File: config.mk
export PLATFORM = sky130hd
export DESIGN_NAME = adbus_master
export DESIGN_NICKNAME = d
export VERILOG_FILES = /design/src/rtl/adbus_pkg.sv /design/src/rtl/adbus_wbuf.sv /design/src/rtl/adbus_seq.sv /design/src/rtl/adbus_master.sv
export SDC_FILE = /design/constraint.sdc
export NUM_CORES = 1
export LEC_CHECK = 0
export BUFFER_PORTS_ARGS = -buffer_cell sky130_fd_sc_hd__clkbuf_2
export CORE_MARGIN = 5
export CORE_UTILIZATION = 62
export DETAILED_ROUTE_END_ITERATION = 10
export HOLD_SLACK_MARGIN = 0.1
export PLACE_DENSITY_LB_ADDON = 0.05
export SYNTH_ARGS = -nofsm -noshare
export SYNTH_HDL_FRONTEND = slang
export SYNTH_SLANG_ARGS = --single-unit
File: constraint.sdc
create_clock -name clk -period 6.1 [get_ports clk]
set_input_delay 0.61 -clock clk [delete_from_list [all_inputs] [get_ports clk]]
set_output_delay 0.61 -clock clk [all_outputs]
set_load 0.01 [all_outputs]
File: src/rtl/adbus_pkg.sv
package adbus_pkg;

    localparam int AW        = 32;
    localparam int DW        = 32;
    localparam int BEW       = DW / 8;
    localparam int BURST_LEN = 4;
    localparam int WB_DEF    = 4;
    localparam int WSEL_W    = $clog2(BURST_LEN);
    localparam int WOFF      = $clog2(BEW);
    localparam int LOFF      = WOFF + WSEL_W;

    typedef enum logic [1:0] {
        PH_IDLE,
        PH_ADDR,
        PH_DATA,
        PH_TURN
    } phase_e;

    typedef struct packed {
        logic [AW-1:0]  addr;
        logic [DW-1:0]  data;
        logic [BEW-1:0] be;
        logic           line;
    } wb_entry_t;

    function automatic logic [WSEL_W-1:0] word_of(input logic [AW-1:0] a);
        return a[LOFF-1:WOFF];
    endfunction

    function automatic logic addr_overlap(input logic [AW-1:0] a,
                                          input logic [AW-1:0] b,
                                          input logic          whole_line);
        if (whole_line)
            return a[AW-1:LOFF] == b[AW-1:LOFF];
        return a[AW-1:WOFF] == b[AW-1:WOFF];
    endfunction

endpackage

File: src/rtl/adbus_wbuf.sv
module adbus_wbuf
    import adbus_pkg::*;
#(
    parameter int DEPTH = WB_DEF,
    parameter int CW    = $clog2(DEPTH + 1)
) (
    input  logic            clk,
    input  logic            rst,
    input  logic            push,
    input  wb_entry_t       push_ent,
    input  logic            pop,
    input  logic [AW-1:0]   probe_addr,
    input  logic            probe_line,
    output wb_entry_t       head,
    output logic [CW-1:0]   count,
    output logic            full,
    output logic            empty,
    output logic            hazard
);

    localparam int PW = (DEPTH > 1) ? $clog2(DEPTH) : 1;

    wb_entry_t        slot_q [DEPTH];
    logic [DEPTH-1:0] vld_q;
    logic [DEPTH-1:0] hit;
    logic [PW-1:0]    wp_q, rp_q;

    function automatic logic [PW-1:0] step(input logic [PW-1:0] p);
        return (p == PW'(DEPTH - 1)) ? '0 : p + 1'b1;
    endfunction

    always_ff @(posedge clk) begin
        if (rst) begin
            vld_q <= '0;
            wp_q  <= '0;
            rp_q  <= '0;
            count <= '0;
        end else begin
            if (push) begin
                vld_q[wp_q] <= 1'b1;
                wp_q        <= step(wp_q);
            end
            if (pop) begin
                vld_q[rp_q] <= 1'b0;
                rp_q        <= step(rp_q);
            end
            count <= count + CW'(push) - CW'(pop);
        end
    end

    always_ff @(posedge clk) begin
        if (push)
            slot_q[wp_q] <= push_ent;
    end

    generate
        for (genvar i = 0; i < DEPTH; i++) begin : g_probe
            assign hit[i] = vld_q[i] && addr_overlap(slot_q[i].addr, probe_addr, probe_line);
        end
    endgenerate

    assign hazard = |hit;
    assign head   = slot_q[rp_q];
    assign full   = (count == CW'(DEPTH));
    assign empty  = (count == '0);

    // a store is never accepted into a full buffer
    assert_no_overflow_R8: assert property (@(posedge clk) disable iff (rst)
        full |-> !push)
        else $error("write buffer overflow");

    // the bus never retires an entry that is not there
    assert_no_underflow_R8: assert property (@(posedge clk) disable iff (rst)
        pop |-> !empty)
        else $error("write buffer underflow");

endmodule

File: src/rtl/adbus_seq.sv
module adbus_seq
    import adbus_pkg::*;
(
    input  logic               clk,
    input  logic               rst,
    input  logic               start_rd,
    input  logic               start_wr,
    input  logic [AW-1:0]      rd_addr_i,
    input  logic [BEW-1:0]     rd_be_i,
    input  logic               rd_burst_i,
    input  wb_entry_t          wr_head_i,
    input  logic               bus_ack,
    input  logic [DW-1:0]      ad_in,
    output logic               idle,
    output logic               pop,
    output logic               rd_valid,
    output logic               rd_last,
    output logic [DW-1:0]      rd_data,
    output logic [DW-1:0]      ad_out,
    output logic               ad_oe,
    output logic               ale,
    output logic               data_en_n,
    output logic               dir_tx,
    output logic               cyc_n,
    output logic               rd_n,
    output logic               wr_n,
    output logic [BEW-1:0]     be_n,
    output logic [WSEL_W-1:0]  word_sel
);

    phase_e            ph_q, ph_d;
    logic              wr_q, burst_q;
    logic [AW-1:0]     addr_q;
    logic [BEW-1:0]    rbe_q;
    logic [WSEL_W-1:0] word_q, beat_q;
    logic              in_addr, in_data, active, beat_done, last_beat, launch;

    assign in_addr   = (ph_q == PH_ADDR);
    assign in_data   = (ph_q == PH_DATA);
    assign active    = in_addr || in_data;
    assign launch    = (ph_q == PH_IDLE) && (start_rd || start_wr);
    assign last_beat = !burst_q || (beat_q == WSEL_W'(BURST_LEN - 1));
    assign beat_done = in_data && bus_ack;

    always_comb begin
        ph_d = ph_q;
        unique case (ph_q)
            PH_IDLE: if (start_rd || start_wr) ph_d = PH_ADDR;
            PH_ADDR: ph_d = PH_DATA;
            PH_DATA: if (beat_done && last_beat) ph_d = PH_TURN;
            default: ph_d = PH_IDLE;
        endcase
    end

    always_ff @(posedge clk) begin
        if (rst) begin
            ph_q    <= PH_IDLE;
            wr_q    <= 1'b0;
            burst_q <= 1'b0;
            addr_q  <= '0;
            rbe_q   <= '0;
            word_q  <= '0;
            beat_q  <= '0;
        end else begin
            ph_q <= ph_d;
            if (launch) begin
                wr_q    <= !start_rd;
                burst_q <= start_rd ? rd_burst_i : wr_head_i.line;
                addr_q  <= start_rd ? rd_addr_i : wr_head_i.addr;
                rbe_q   <= rd_burst_i ? '1 : rd_be_i;
                word_q  <= word_of(start_rd ? rd_addr_i : wr_head_i.addr);
                beat_q  <= '0;
            end else if (beat_done) begin
                word_q <= word_q + 1'b1;
                beat_q <= beat_q + 1'b1;
            end
        end
    end

    assign idle      = (ph_q == PH_IDLE);
    assign pop       = beat_done && wr_q;
    assign rd_valid  = beat_done && !wr_q;
    assign rd_last   = rd_valid && last_beat;
    assign rd_data   = ad_in;

    assign ale       = in_addr;
    assign cyc_n     = !active;
    assign data_en_n = !in_data;
    assign rd_n      = !(in_data && !wr_q);
    assign wr_n      = !(in_data && wr_q);
    assign dir_tx    = active && wr_q;
    assign ad_oe     = in_addr || (in_data && wr_q);
    assign word_sel  = word_q;

    always_comb begin
        if (in_addr)
            ad_out = addr_q;
        else if (in_data && wr_q)
            ad_out = wr_head_i.data;
        else
            ad_out = '0;
    end

    always_comb begin
        if (!active)
            be_n = '1;
        else if (wr_q)
            be_n = ~wr_head_i.be;
        else
            be_n = ~rbe_q;
    end

    // the address phase lasts a single clock
    assert_ale_single_R2: assert property (@(posedge clk) disable iff (rst)
        ale |=> !ale)
        else $error("latch strobe longer than one clock");

    // read and write strobes are mutually exclusive and lie inside the cycle
    assert_strobe_excl_R3: assert property (@(posedge clk) disable iff (rst)
        (!rd_n || !wr_n) |-> (!cyc_n && !(rd_n == 1'b0 && wr_n == 1'b0)))
        else $error("strobe conflict");

    // word index steps by one after an acknowledged non-final beat
    assert_word_step_R5: assert property (@(posedge clk) disable iff (rst)
        (beat_done && !last_beat) |=> (word_sel == $past(word_sel) + 1'b1) && !data_en_n)
        else $error("burst word index did not advance");

    // final acknowledge is followed by an idle bus clock
    assert_turnaround_R6: assert property (@(posedge clk) disable iff (rst)
        (beat_done && last_beat) |=> (cyc_n && !ale && rd_n && wr_n))
        else $error("missing turnaround clock");

endmodule

File: src/rtl/adbus_master.sv
module adbus_master
    import adbus_pkg::*;
#(
    parameter int WB_DEPTH = WB_DEF
) (
    input  logic               clk,
    input  logic               rst,
    input  logic               st_valid,
    input  logic [AW-1:0]      st_addr,
    input  logic [DW-1:0]      st_data,
    input  logic [BEW-1:0]     st_be,
    input  logic               st_line,
    output logic               wb_full,
    input  logic               rd_req,
    input  logic [AW-1:0]      rd_addr,
    input  logic [BEW-1:0]     rd_be,
    input  logic               rd_burst,
    output logic               rd_accept,
    output logic               rd_valid,
    output logic [DW-1:0]      rd_data,
    output logic               rd_last,
    output logic [DW-1:0]      ad_out,
    output logic               ad_oe,
    input  logic [DW-1:0]      ad_in,
    output logic               ale,
    output logic               data_en_n,
    output logic               dir_tx,
    output logic [BEW-1:0]     be_n,
    output logic [WSEL_W-1:0]  word_sel,
    output logic               cyc_n,
    output logic               rd_n,
    output logic               wr_n,
    input  logic               bus_ack
);

    localparam int CW = $clog2(WB_DEPTH + 1);

    wb_entry_t     push_ent, head;
    logic [CW-1:0] wb_count;
    logic          push, pop, wb_empty, hazard, seq_idle, drain_ok, start_wr;

    assign push_ent = '{addr: st_addr, data: st_data, be: st_be, line: st_line};
    assign push     = st_valid && !wb_full;

    adbus_wbuf #(.DEPTH(WB_DEPTH), .CW(CW)) wbuf_i (
        .clk        (clk),
        .rst        (rst),
        .push       (push),
        .push_ent   (push_ent),
        .pop        (pop),
        .probe_addr (rd_addr),
        .probe_line (rd_burst),
        .head       (head),
        .count      (wb_count),
        .full       (wb_full),
        .empty      (wb_empty),
        .hazard     (hazard)
    );

    // a line group drains only once all of its beats are buffered
    assign drain_ok  = !wb_empty && (!head.line || wb_count >= CW'(BURST_LEN));
    assign rd_accept = seq_idle && rd_req && !hazard;
    assign start_wr  = seq_idle && !rd_accept && drain_ok;

    adbus_seq seq_i (
        .clk        (clk),
        .rst        (rst),
        .start_rd   (rd_accept),
        .start_wr   (start_wr),
        .rd_addr_i  (rd_addr),
        .rd_be_i    (rd_be),
        .rd_burst_i (rd_burst),
        .wr_head_i  (head),
        .bus_ack    (bus_ack),
        .ad_in      (ad_in),
        .idle       (seq_idle),
        .pop        (pop),
        .rd_valid   (rd_valid),
        .rd_last    (rd_last),
        .rd_data    (rd_data),
        .ad_out     (ad_out),
        .ad_oe      (ad_oe),
        .ale        (ale),
        .data_en_n  (data_en_n),
        .dir_tx     (dir_tx),
        .cyc_n      (cyc_n),
        .rd_n       (rd_n),
        .wr_n       (wr_n),
        .be_n       (be_n),
        .word_sel   (word_sel)
    );

    // a write that opens with a line entry finds the whole line buffered
    assert_line_whole_R9: assert property (@(posedge clk) disable iff (rst)
        ($rose(ale) && dir_tx && head.line) |-> ($past(wb_count) >= CW'(BURST_LEN)))
        else $error("line burst started early");

    // no read address phase while a matching store is still buffered
    assert_rd_order_R10: assert property (@(posedge clk) disable iff (rst)
        (ale && !dir_tx) |-> !$past(hazard))
        else $error("read passed a matching store");

endmodule

Word-level counts from Yosys, hierarchy flattened
Memory sizes are Yosys's and may differ from the RTL's. A register that Yosys moved wholly into a read port is not among the register bits.
Index checks and enable logic that the tools add are counted.
{"block": "word_totals", "ff_bits": 55, "ramBits": 276, "inputBits": 143, "word_cells": 121, "n_memories": 1}
{"block": "op_classes", "add_sub_neg": 6, "order_cmp": 5, "eq_ne": 16, "muxes": 34, "bitwise": 5, "n_reduce_logical": 43}
{"memory": "wbuf_i.slot_q", "words": 4, "width": 69, "rd": 5, "rd_ports_with_merged_regs": 1, "wr": 1, "line": "adbus_wbuf.sv:23", "rtl": "wb_entry_t slot_q [DEPTH];"}
{"op": "== test 30 bit", "n": 4}
{"op": "== test 28 bit", "n": 4}
{"op": "two-way mux 32 bit", "n": 3}
{"op": "two-way mux 4 bit", "n": 6}
{"op": "logical AND 1 bit", "n": 21}
{"op": "two-way mux 2 bit", "n": 8}
{"op": "two-way mux 1 bit", "n": 14}
{"op": "NOT 4 bit", "n": 3}
{"op": "logical NOT 1 bit", "n": 11}
{"op": "adder 2 x 1 -> 2 bit (second input constant)", "n": 4}
{"op": "== test 2 bit (second input constant)", "n": 4}
{"op": "less-than comparator 2 x 3 -> 1 bit (second input constant)", "n": 2}
{"op": "case mux 2 bit (3 select lines)", "n": 1}
{"op": "logical OR 1 bit", "n": 5}
{"op": "AND 4 bit", "n": 1}
{"op": "demux 1 bit (select 2 bit)", "n": 2}
{"op": "greater-or-equal comparator 2 x 1 -> 1 bit (second input constant)", "n": 2}
{"op": "OR 4 bit", "n": 1}
{"op": "OR reduction 4 bit", "n": 1}
{"op": "adder 3 x 1 -> 3 bit", "n": 1}
{"op": "== test 3 bit (second input constant)", "n": 1}
{"op": "greater-or-equal comparator 3 bit (second input constant)", "n": 1}
{"op": "logical NOT 3 bit", "n": 1}
{"op": "subtractor 3 x 1 -> 3 bit", "n": 1}
{"op": "7 further kinds", "n": 7}

Logic depth before layout (Yosys ltp)
Gate-level depths: netlist of the first run.
{"block": "depth", "word_depth": 13, "depth_mapped": 12, "depth_no_buf": 12}

Hierarchy
Synthesis of the first run repeated with hierarchy kept, for this count alone.
{"block": "unflattened", "hier_cells": 957, "hier_area_um2": 14719.1}
{"mod": "adbus_wbuf", "n_inst": 1, "cells_each": 591, "area_per_inst_um2": 11866.4, "seq_area_each_um2": 8548.2}
{"mod": "adbus_seq", "n_inst": 1, "cells_each": 361, "area_per_inst_um2": 2812.7, "seq_area_each_um2": 880.8}
{"mod": "adbus_master", "n_inst": 1, "cells_each": 5, "area_per_inst_um2": 40.0, "seq_area_each_um2": 0.0}

Least setup slack after synthesis of the first run
OpenSTA, ideal clock, no wires.
{"block": "synth_path", "path_kind": "reg-to-reg", "from": "reg wbuf_i.count[1]", "to": "mem wbuf_i.slot_q[0][0] (netlist name) (enable)", "setup_time_ns": 0.435, "arrival_time_ns": 2.651, "path_slack_ns": 3.014, "path_stages_with_launch": 6, "n_path_buf": 1, "period_less_slack_ns": 3.086, "path_cell_list": "dfxtp_1 nor2_1 and2_1 nor2b_1 clkbuf_1 and2_1"}
{"block": "synth_via", "elab_chain_cells": 5}
{"element": "start, declared", "line": "adbus_wbuf.sv:15", "rtl": "output logic [CW-1:0] count,"}
{"element": "start signal, assigned", "line": "adbus_wbuf.sv:47", "rtl": "count <= count + CW'(push) - CW'(pop);"}
{"element": "== test 3 bit", "line": "adbus_wbuf.sv:64", "rtl": "assign full = (count == CW'(DEPTH));"}
{"element": "net wb_full", "line": "adbus_master.sv:13", "rtl": "output logic wb_full,"}
{"element": "logical NOT 1 bit", "line": "adbus_master.sv:43", "rtl": "assign push = st_valid && !wb_full;"}
{"element": "logical AND 1 bit", "line": "adbus_master.sv:43"}
{"element": "net push", "line": "adbus_master.sv:40", "rtl": "logic push, pop, wb_empty, hazard, seq_idle, drain_ok, start_wr;"}
{"element": "two-way mux 1 bit", "line": "adbus_wbuf.sv:52", "rtl": "if (push)"}
{"element": "two-way mux 1 bit (not written as such)", "line": "adbus_wbuf.sv:53", "rtl": "slot_q[wp_q] <= push_ent;"}
{"element": "end, declared", "line": "adbus_wbuf.sv:23"}
The timed path passes the listed nets, and every way through them passes these cells.

==> out/metrics.yaml, run 1 <==
worst_hold_path:
  hp-class: "input pin to register"
  min_from: "st_data[30]"
timing:
  finalMaxSlewViolations: 0
  relSlewSlack_pct: 37.5
  finalSetupViolCount: 0
  finalHoldViolCount: 0
  period_minus_slack_ns: 3.85
  hold_slack_ns: 0.310
  fin_skew_ns: 0.0128
  post-route-period-util_pct: 63.1
  rsz0062_at_grt: "false"
  worst_pin_slew_ns: 0.938
  finalSetupTns_ns: 0
  fmax_mhz: 260
clocking:
  clock-sinks: 333
  cts.clk_slew.worst_paths_ns: 0.06
  cts_root_buffer: "clkbuf_16"
  cts_hold_buf: 0
  cts_tree: "built"
  cts_post_setup_buffers_inserted: 0
  clock_tree.buffer_depth: 3
  cts_max_level: 2
  cts_resized: 0
  cts_buffers: 36
  clock_latency_ns: 0.51
die:
  num_rows: 56
  coreArea_mm2: 0.0235
  die_x_um: 165
  start_util_pct: 63.1
  die-area_mm2: 0.0272
  die_h_um: 165
  io_pins: 224
cells_and_area:
  area_delta_synth_final_pct: 12.0
  stdcell_count: 1384
  final_cell_mix: "edfxtp_1 (276), clkbuf_2 (159), xnor2_1 (87)"
  fin_nets: 1196
  layout_commonest_cell: "edfxtp_1"
  drive_gt1_share_pct: 28.8
  fin_util_pct: 70.7
detailed_routing:
  top_layer: "met5"
  ant_nets: 0
  m1WireLength_um: 14800
  met2_length_um: 16100
  drt_first_iter_violations: 841
  routed-wl-met3_um: 3350
  num_vias: 8566
  vias_per_cell: 6.19
  wl_per_cell_um: 25.5
  wirelength_um: 35300
  drt_first_pass_iters: 5
  drc: 0
placed_design:
  gp_congestion: 0.888
  dp_hpwl_um: 23500
  dp.cells: 1319
  portBuffers: 159
grt:
  grt_max_degree: 68
  antenna_found_initial: 5
  grt_pass1_wl_um: 53300
  grt_use_total_pct: 26.6
  grt_pass1_vias: 8756
  gr-total-overflow: 0
setup_path:
  cp-end-kind: "output port"
  cp.arrival_ns: 3.24
  ff2ff_setup_slack_ns: 2.86
  crit_fanout: 30
  cp.required_ns: 5.49
  critPathKind: "register to output port"
  startpoint_type: "register"
logic_synthesis:
  syn_area_mm2: 0.0149
  yosys_warnings: 0
  seq_area_frac_synth_pct: 63.5
  synth_nets: 1100
  avgSynthCellArea_um2: 15.8
  ys_types: 45
  synth_cells: 942
  synth-seq-cells: 333
pwr:
  p_per_area_mw_per_mm2: 376
  max-vdd-ir-drop_v: 0.000260
  p_leak_uw: 0.00576
flow_run:
  cap_violations: 0
status:
  status: "complete, no violations"
-- worst paths after layout --
kind / end / cells after the start
hold reg to reg: seq_i.ph_q[1]$_SDFFE_PP0P_ / 2
setup reg to reg: seq_i.addr_q[11]$_SDFFE_PP0P_ / 7
setup / recovery: ad_out[1] / 5
hold / removal: wbuf_i.slot_q[0][35]$_DFFE_PP_ / 1
-- layer usage --
| metal | track usage [%] | vias up |
|---|---|---|
| met5 | 0 | - |
| met4 | 7.79 | 8 |
| met3 | 7.99 | 79 |
| met2 | 40.0 | 388 |
| met1 | 38.1 | 4286 |
| li1 | - | 3805 |
-- final cells by class --
| class | count | area, µm² |
|---|---|---|
| sequential | 333 | 9440 |
| fill | 1570 | 6910 |
| multi-input combinational | 478 | 4770 |
| clock buffer | 52 | 991 |
| timing repair buffer | 172 | 893 |
| tap | 319 | 399 |
| clock inverter | 12 | 75.1 |
| inverter | 17 | 63.8 |
| antenna | 1 | 2.50 |
-- logic make-up after synthesis --
kind of cell    Yosys count  synth area share (%)
compound gates          135                  6.96
xor+xnor                122                  7.19
fa+ha+maj                15                  1.31
buf+inv                 131                  4.52
flops                   333                  63.5
mux                     107                  13.1
simple gates             99                  3.48
-- where the power goes --
part / leakage, µW / internal [µW] / switching, µW
Combinational: 0.00224 / 558 / 738
Clock: 0.000516 / 1130 / 846
Sequential: 0.00300 / 2780 / 197
Total: 0.00576 / 4470 / 1780
-- worst max-delay path: stages (launching register included) --
cell and delay, ns:
dfxtp_4 0.71, buf_4 0.43, buf_4 0.59, mux4_2 0.61, a22o_1 0.22, clkbuf_2 0.13
-- cells in the mapped netlist, drive strengths merged --
cell / count / area, µm²
nand2b: 2 / 12.5
buf: 65 / 422
xor2: 35 / 307
o221a: 1 / 11.3
mux2i: 34 / 340
a211o: 4 / 35.0
o221ai: 1 / 8.76
and3: 4 / 30.0
a21oi: 11 / 58.8
nor3: 3 / 15.0
clkbuf: 49 / 185
fa: 1 / 20.0
nand3: 10 / 50.1
a31oi: 1 / 6.26
or4: 1 / 11.3
o21a: 1 / 7.51
ha: 14 / 175
a221o: 1 / 10.0
nor2b: 3 / 18.8
o311a: 35 / 350
a41o: 1 / 10.0
a41oi: 1 / 8.76
and2: 6 / 37.5
a22o: 32 / 280
a32o: 1 / 10.0
o21ai: 40 / 200
mux2: 4 / 45.0
nand4: 17 / 106
o22ai: 1 / 6.26
edfxtp: 276 / 8290
nor4: 12 / 81.3
a211oi: 4 / 30.0
xnor2: 87 / 762
nor2: 24 / 90.1
mux4: 69 / 1550
dfxtp: 57 / 1140
nand2: 17 / 63.8
inv: 17 / 63.8
-- stage by stage --
stage | area, µm² | power (µW) | setup WS, ns
after floorplan | 14900 | 3870 | 3.01
after global placement | 15600 | 4290 | 2.71
after detailed placement | 15600 | 4310 | 2.65
after CTS | 16600 | 6270 | 2.14
after global routing | 16600 | 6520 | 2.00
final | 16600 | 6250 | 2.25
-- flip-flops by register name (all words and copies together), names as in the netlist, 2 cells and up, named ones only --
name	count
wbuf_i.slot_q	276
seq_i.addr_q	32
seq_i.rbe_q	4
wbuf_i.vld_q	4
wbuf_i.count	3
seq_i.beat_q	2
seq_i.ph_q	2
seq_i.word_sel	2
wbuf_i.rp_q	2
wbuf_i.wp_q	2
No activity file was read; power rests on OpenSTA's default activity.
==> run 2, diff against run 1 <==
CORE_UTILIZATION = 57   (was 62)
clock period = 3.9 ns   (was 6.1 ns; I/O delays follow)
==> out/metrics.yaml, run 2 (synthesis gave the netlist of run 1 again) <==
timing:
  period_minus_slack_ns: 3.35
  relSlewSlack_pct: 44.7
  fin_skew_ns: 0.0103
  finalMaxSlewViolations: 0
  finalSetupTns_ns: 0
  worst_pin_slew_ns: 0.828
  post-route-period-util_pct: 85.8
  finalHoldViolCount: 0
  rsz0062_at_grt: "false"
  fmax_mhz: 299
  finalSetupViolCount: 0
setup_path:
  cp.required_ns: 3.51
  cp-end-kind: "output port"
  startpoint_type: "register"
  cp.arrival_ns: 2.96
  crit_fanout: 16
  critPathMaxStageDelay_ns: 0.58
  worstPathCellList: "xor2_1 -> nor4_1 -> nand4_1 -> or4_4 -> nand3_2 -> nor2_1 -> clkbuf_2"
  critPathKind: "register to output port"
  slowest_stage: "nor4_1"
clocking:
  cts.clk_slew.worst_paths_ns: 0.06
  cts_max_level: 2
  cts_tree: "built"
  cts_root_buffer: "clkbuf_16"
  cts_buffers: 36
  clock-sinks: 333
  cts_resized: 0
  clock_tree.buffer_depth: 3
  clock_latency_ns: 0.52
die:
  die_h_um: 171
  io_pins: 224
  start_util_pct: 57.5
  die_x_um: 171
  coreArea_mm2: 0.0258
  num_rows: 59
  die-area_mm2: 0.0294
pwr:
  p_per_area_mw_per_mm2: 582
  p_leak_uw: 0.00612
  max-vdd-ir-drop_v: 0.000604
detailed_routing:
  wirelength_um: 37000
  drc: 0
  vias_per_cell: 5.99
  ant_nets: 0
  wl_per_cell_um: 25.2
  drt_first_iter_violations: 803
  drt_first_pass_iters: 5
  num_vias: 8782
cells_and_area:
  largest_reg_flops: 276
  top_register: "wbuf_i.slot_q"
  antennaDiodeCount: 0
  fin_nets: 1262
  drive_gt1_share_pct: 28.2
  final_cell_mix: "edfxtp_1 (276), clkbuf_2 (159), xnor2_1 (87)"
  layout_commonest_cell: "edfxtp_1"
  area_delta_synth_final_pct: 17.7
  fin_area_mm2: 0.0175
  reg_top3: "wbuf_i.slot_q: 276 flops, seq_i.addr_q: 32 flops"
placed_design:
  dp_hpwl_um: 24700
  gp_congestion: 0.870
  portBuffers: 159
  place_area_mm2: 0.0157
grt:
  grt_max_degree: 58
  grt_pass1_wl_um: 55600
  grt_pass1_vias: 8996
  grt_use_total_pct: 25.4
  gr-total-overflow: 0
  antenna_found_initial: 2
worst_hold_path:
  hp-class: "input pin to register"
flow_run:
  cap_violations: 0
status:
  status: "complete, no violations"
-- run 2: what timing repair did --
item	CTS	global route
hold buffers	59	0
hold endpoints to repair	236	0
buffers inserted	0	0
-- run 2: cell type report --
| type | count | area (µm²) |
|---|---|---|
| clock buffers | 41 | 930 |
| clock inverters | 24 | 241 |
| fillers | 1810 | 8360 |
| inverters | 17 | 63.8 |
| multi-input cells | 478 | 4770 |
| flip-flops and latches | 333 | 9440 |
| well taps | 335 | 419 |
| repair buffers | 238 | 1610 |
-- run 2: per-layer routing --
layer	part of all wire, %	track usage (%)
met5	0.073	0
met4	2.2	6.44
met3	8.0	5.77
met2	47	39.4
met1	43	37.0
-- run 2: worst max-delay path: cells and delay by family, from the launching register on --
family,cells,cell delay (ns)
AND/OR/NAND/NOR,5,1.70
buffers and inverters,1,0.16
flip-flops,1,0.42
XOR/XNOR,1,0.16
-- run 2: final timing paths --
| kind | start | end | slack [ns] | cells after the start |
|---|---|---|---|---|
| setup / recovery | wbuf_i.slot_q[2][46]$_DFFE_PP_ | rd_accept | 0.55 | 7 |
| hold / removal | st_addr[7] | wbuf_i.slot_q[2][44]$_DFFE_PP_ | 0.11 | 1 |
| setup reg to reg | seq_i.ph_q[0]$_SDFFE_PP0P_ | wbuf_i.count[2]$_SDFF_PP0_ | 0.84 | 12 |
| hold reg to reg | seq_i.ph_q[1]$_SDFFE_PP0P_ | seq_i.ph_q[1]$_SDFFE_PP0P_ | 0.49 | 2 |
-- run 2: through the flow --
step,hold WS [ns],util [%],instances,setup WS [ns],total power [µW]
after global routing,0.112,67.6,1466,0.533,10600
after floorplan,0.451,-,942,0.814,6060
after CTS,0.103,67.6,1466,0.640,10200
after detailed placement,0.482,60.8,1342,0.878,6800
final,0.115,67.6,1466,0.555,10200
after global placement,0.465,60.8,1342,0.895,6770
-- run 2: where the power goes --
group | total [µW] | leakage, µW | internal, µW | switching, µW
clock | 3370 | 0.000575 | 1990 | 1380
sequential | 4650 | 0.00300 | 4340 | 306
combinational | 2140 | 0.00255 | 958 | 1190
==> run 3, diff against run 2 <==
RECOVER_POWER = 25   (was not set)
==> out/metrics.yaml, run 3 (synthesis gave the netlist of run 1 again) <==
detailed_routing:
  ant_nets: 0
  vias_per_cell: 6.01
  wl_per_cell_um: 25.3
  wirelength_um: 37100
  num_vias: 8814
  drt_first_iter_violations: 836
  drt_first_pass_iters: 5
  drc: 0
timing:
  post-route-period-util_pct: 84.1
  layout_setup_ws_ns: 0.621
  period_minus_slack_ns: 3.28
  worst_pin_slew_ns: 0.817
  finalSetupTns_ns: 0
  fin_skew_ns: 0.0126
  finalSetupViolCount: 0
  rsz0062_at_grt: "false"
  fmax_mhz: 305
  finalMaxSlewViolations: 0
  relSlewSlack_pct: 45.5
  finalHoldViolCount: 0
setup_path:
  critPathKind: "register to output port"
  crit_start: "wbuf_i.slot_q[2][46]$_DFFE_PP_"
  startpoint_type: "register"
  cp.required_ns: 3.51
  cp-end-kind: "output port"
  cp.arrival_ns: 2.89
  slowest_stage: "or4_4"
  r2r_start: "seq_i.ph_q[0]$_SDFFE_PP0P_"
  critPathMaxStageDelay_ns: 0.54
  worstPathCellList: "xor2_1 -> nor4_1 -> nand4_1 -> or4_4 -> nand3_2 -> nor2_1 -> clkbuf_2"
  crit_fanout: 16
clocking:
  cts_root_buffer: "clkbuf_16"
  cts_tree: "built"
  clock_latency_ns: 0.52
  cts_buffers: 36
  cts_max_level: 2
  cts.clk_slew.worst_paths_ns: 0.06
  clock_tree.buffer_depth: 3
  clock-sinks: 333
  cts_resized: 0
grt:
  grt_pass1_wl_um: 55600
  grt_use_total_pct: 25.4
  antenna_found_initial: 2
  grt_pass1_vias: 8996
  gr-total-overflow: 0
  grt_max_degree: 58
pwr:
  max-vdd-ir-drop_v: 0.000597
  p_per_area_mw_per_mm2: 583
  p_leak_uw: 0.00601
cells_and_area:
  final_cell_mix: "edfxtp_1 (276), clkbuf_2 (121), xnor2_1 (87)"
  antennaDiodeCount: 0
  layout_commonest_cell: "edfxtp_1"
  drive_gt1_share_pct: 24.8
  top_register: "wbuf_i.slot_q"
  reg_top3: "wbuf_i.slot_q: 276 flops, seq_i.addr_q: 32 flops"
  area_delta_synth_final_pct: 17.3
  fin_nets: 1262
  largest_reg_flops: 276
flow_run:
  cap_violations: 0
die:
  start_util_pct: 57.5
  num_rows: 59
  die_x_um: 171
  die-area_mm2: 0.0294
  die_h_um: 171
  coreArea_mm2: 0.0258
  io_pins: 224
status:
  status: "complete, no violations"
worst_hold_path:
  min_from: "rd_be[3]"
  hp-class: "input pin to register"
placed_design:
  gp_congestion: 0.870
  place_ws_ns: 0.878
  portBuffers: 159
  dp_hpwl_um: 24700
==> run 3: cell counts in the layout (fill, tap and decap cells not counted) <==
No cell type changed its count.
==> run 3: routing by layer <==
| metal | track usage [%] | vias up | routed length [µm] |
|---|---|---|---|
| met1 | 37.0 | 4444 | 16000 |
| met2 | 39.4 | 352 | 17400 |
| met3 | 5.77 | 70 | 2870 |
| li1 | - | 3944 | - |
| met5 | 0 | - | 27 |
| met4 | 6.44 | 4 | 823 |
==> run 3: per-stage QoR <==
stage / cells / instance area [µm²] / total power, µW / hold slack (ns) / util (%)
after floorplan: 942 / 14900 / 6060 / 0.451 / -
after CTS: 1466 / 17500 / 10200 / 0.103 / 67.6
after detailed placement: 1342 / 15700 / 6800 / 0.482 / 60.8
after global routing: 1466 / 17400 / 10600 / 0.132 / 67.5
final: 1466 / 17400 / 10200 / 0.131 / 67.5
after global placement: 1342 / 15700 / 6770 / 0.465 / 60.8
==> run 3: final cells by class <==
cell class	instances	area, µm²
Clock buffer	41	930
Tap cell	335	419
Inverter	17	63.8
Sequential cell	333	9440
Fill cell	1824	8410
Timing Repair Buffer	238	1560
Clock inverter	24	241
Multi-Input combinational cell	478	4770
==> run 3: worst paths after layout <==
path / end / slack (ns) / depth (start not counted)
worst max-delay path: rd_accept / 0.62 / 7
worst min-delay path: seq_i.rbe_q[3]$_SDFFE_PP0P_ / 0.13 / 2
worst max register to register: wbuf_i.count[2]$_SDFF_PP0_ / 0.85 / 12
worst min register to register: seq_i.ph_q[1]$_SDFFE_PP0P_ / 0.49 / 2
==> run 3: timing repair <==
item                      in CTS  in global routing
hold buffers                  59                  0
setup buffers                  0                  0
hold endpoints to repair     236                  0
==> run 3: report_power, final <==
group | switching [µW] | total (µW) | internal [µW]
registers | 305 | 4650 | 4350
logic | 1180 | 2140 | 952
clock network | 1380 | 3370 | 1990
total | 2870 | 10200 | 7290
==> run 3: critical path, delay by kind of cell, from the launching register on <==
family                    cells  cell delay [ns]
and+or+nand+nor               5             1.63
DFF                           1             0.42
xor gates and xnor gates      1             0.16
buffers and inverters         1             0.16
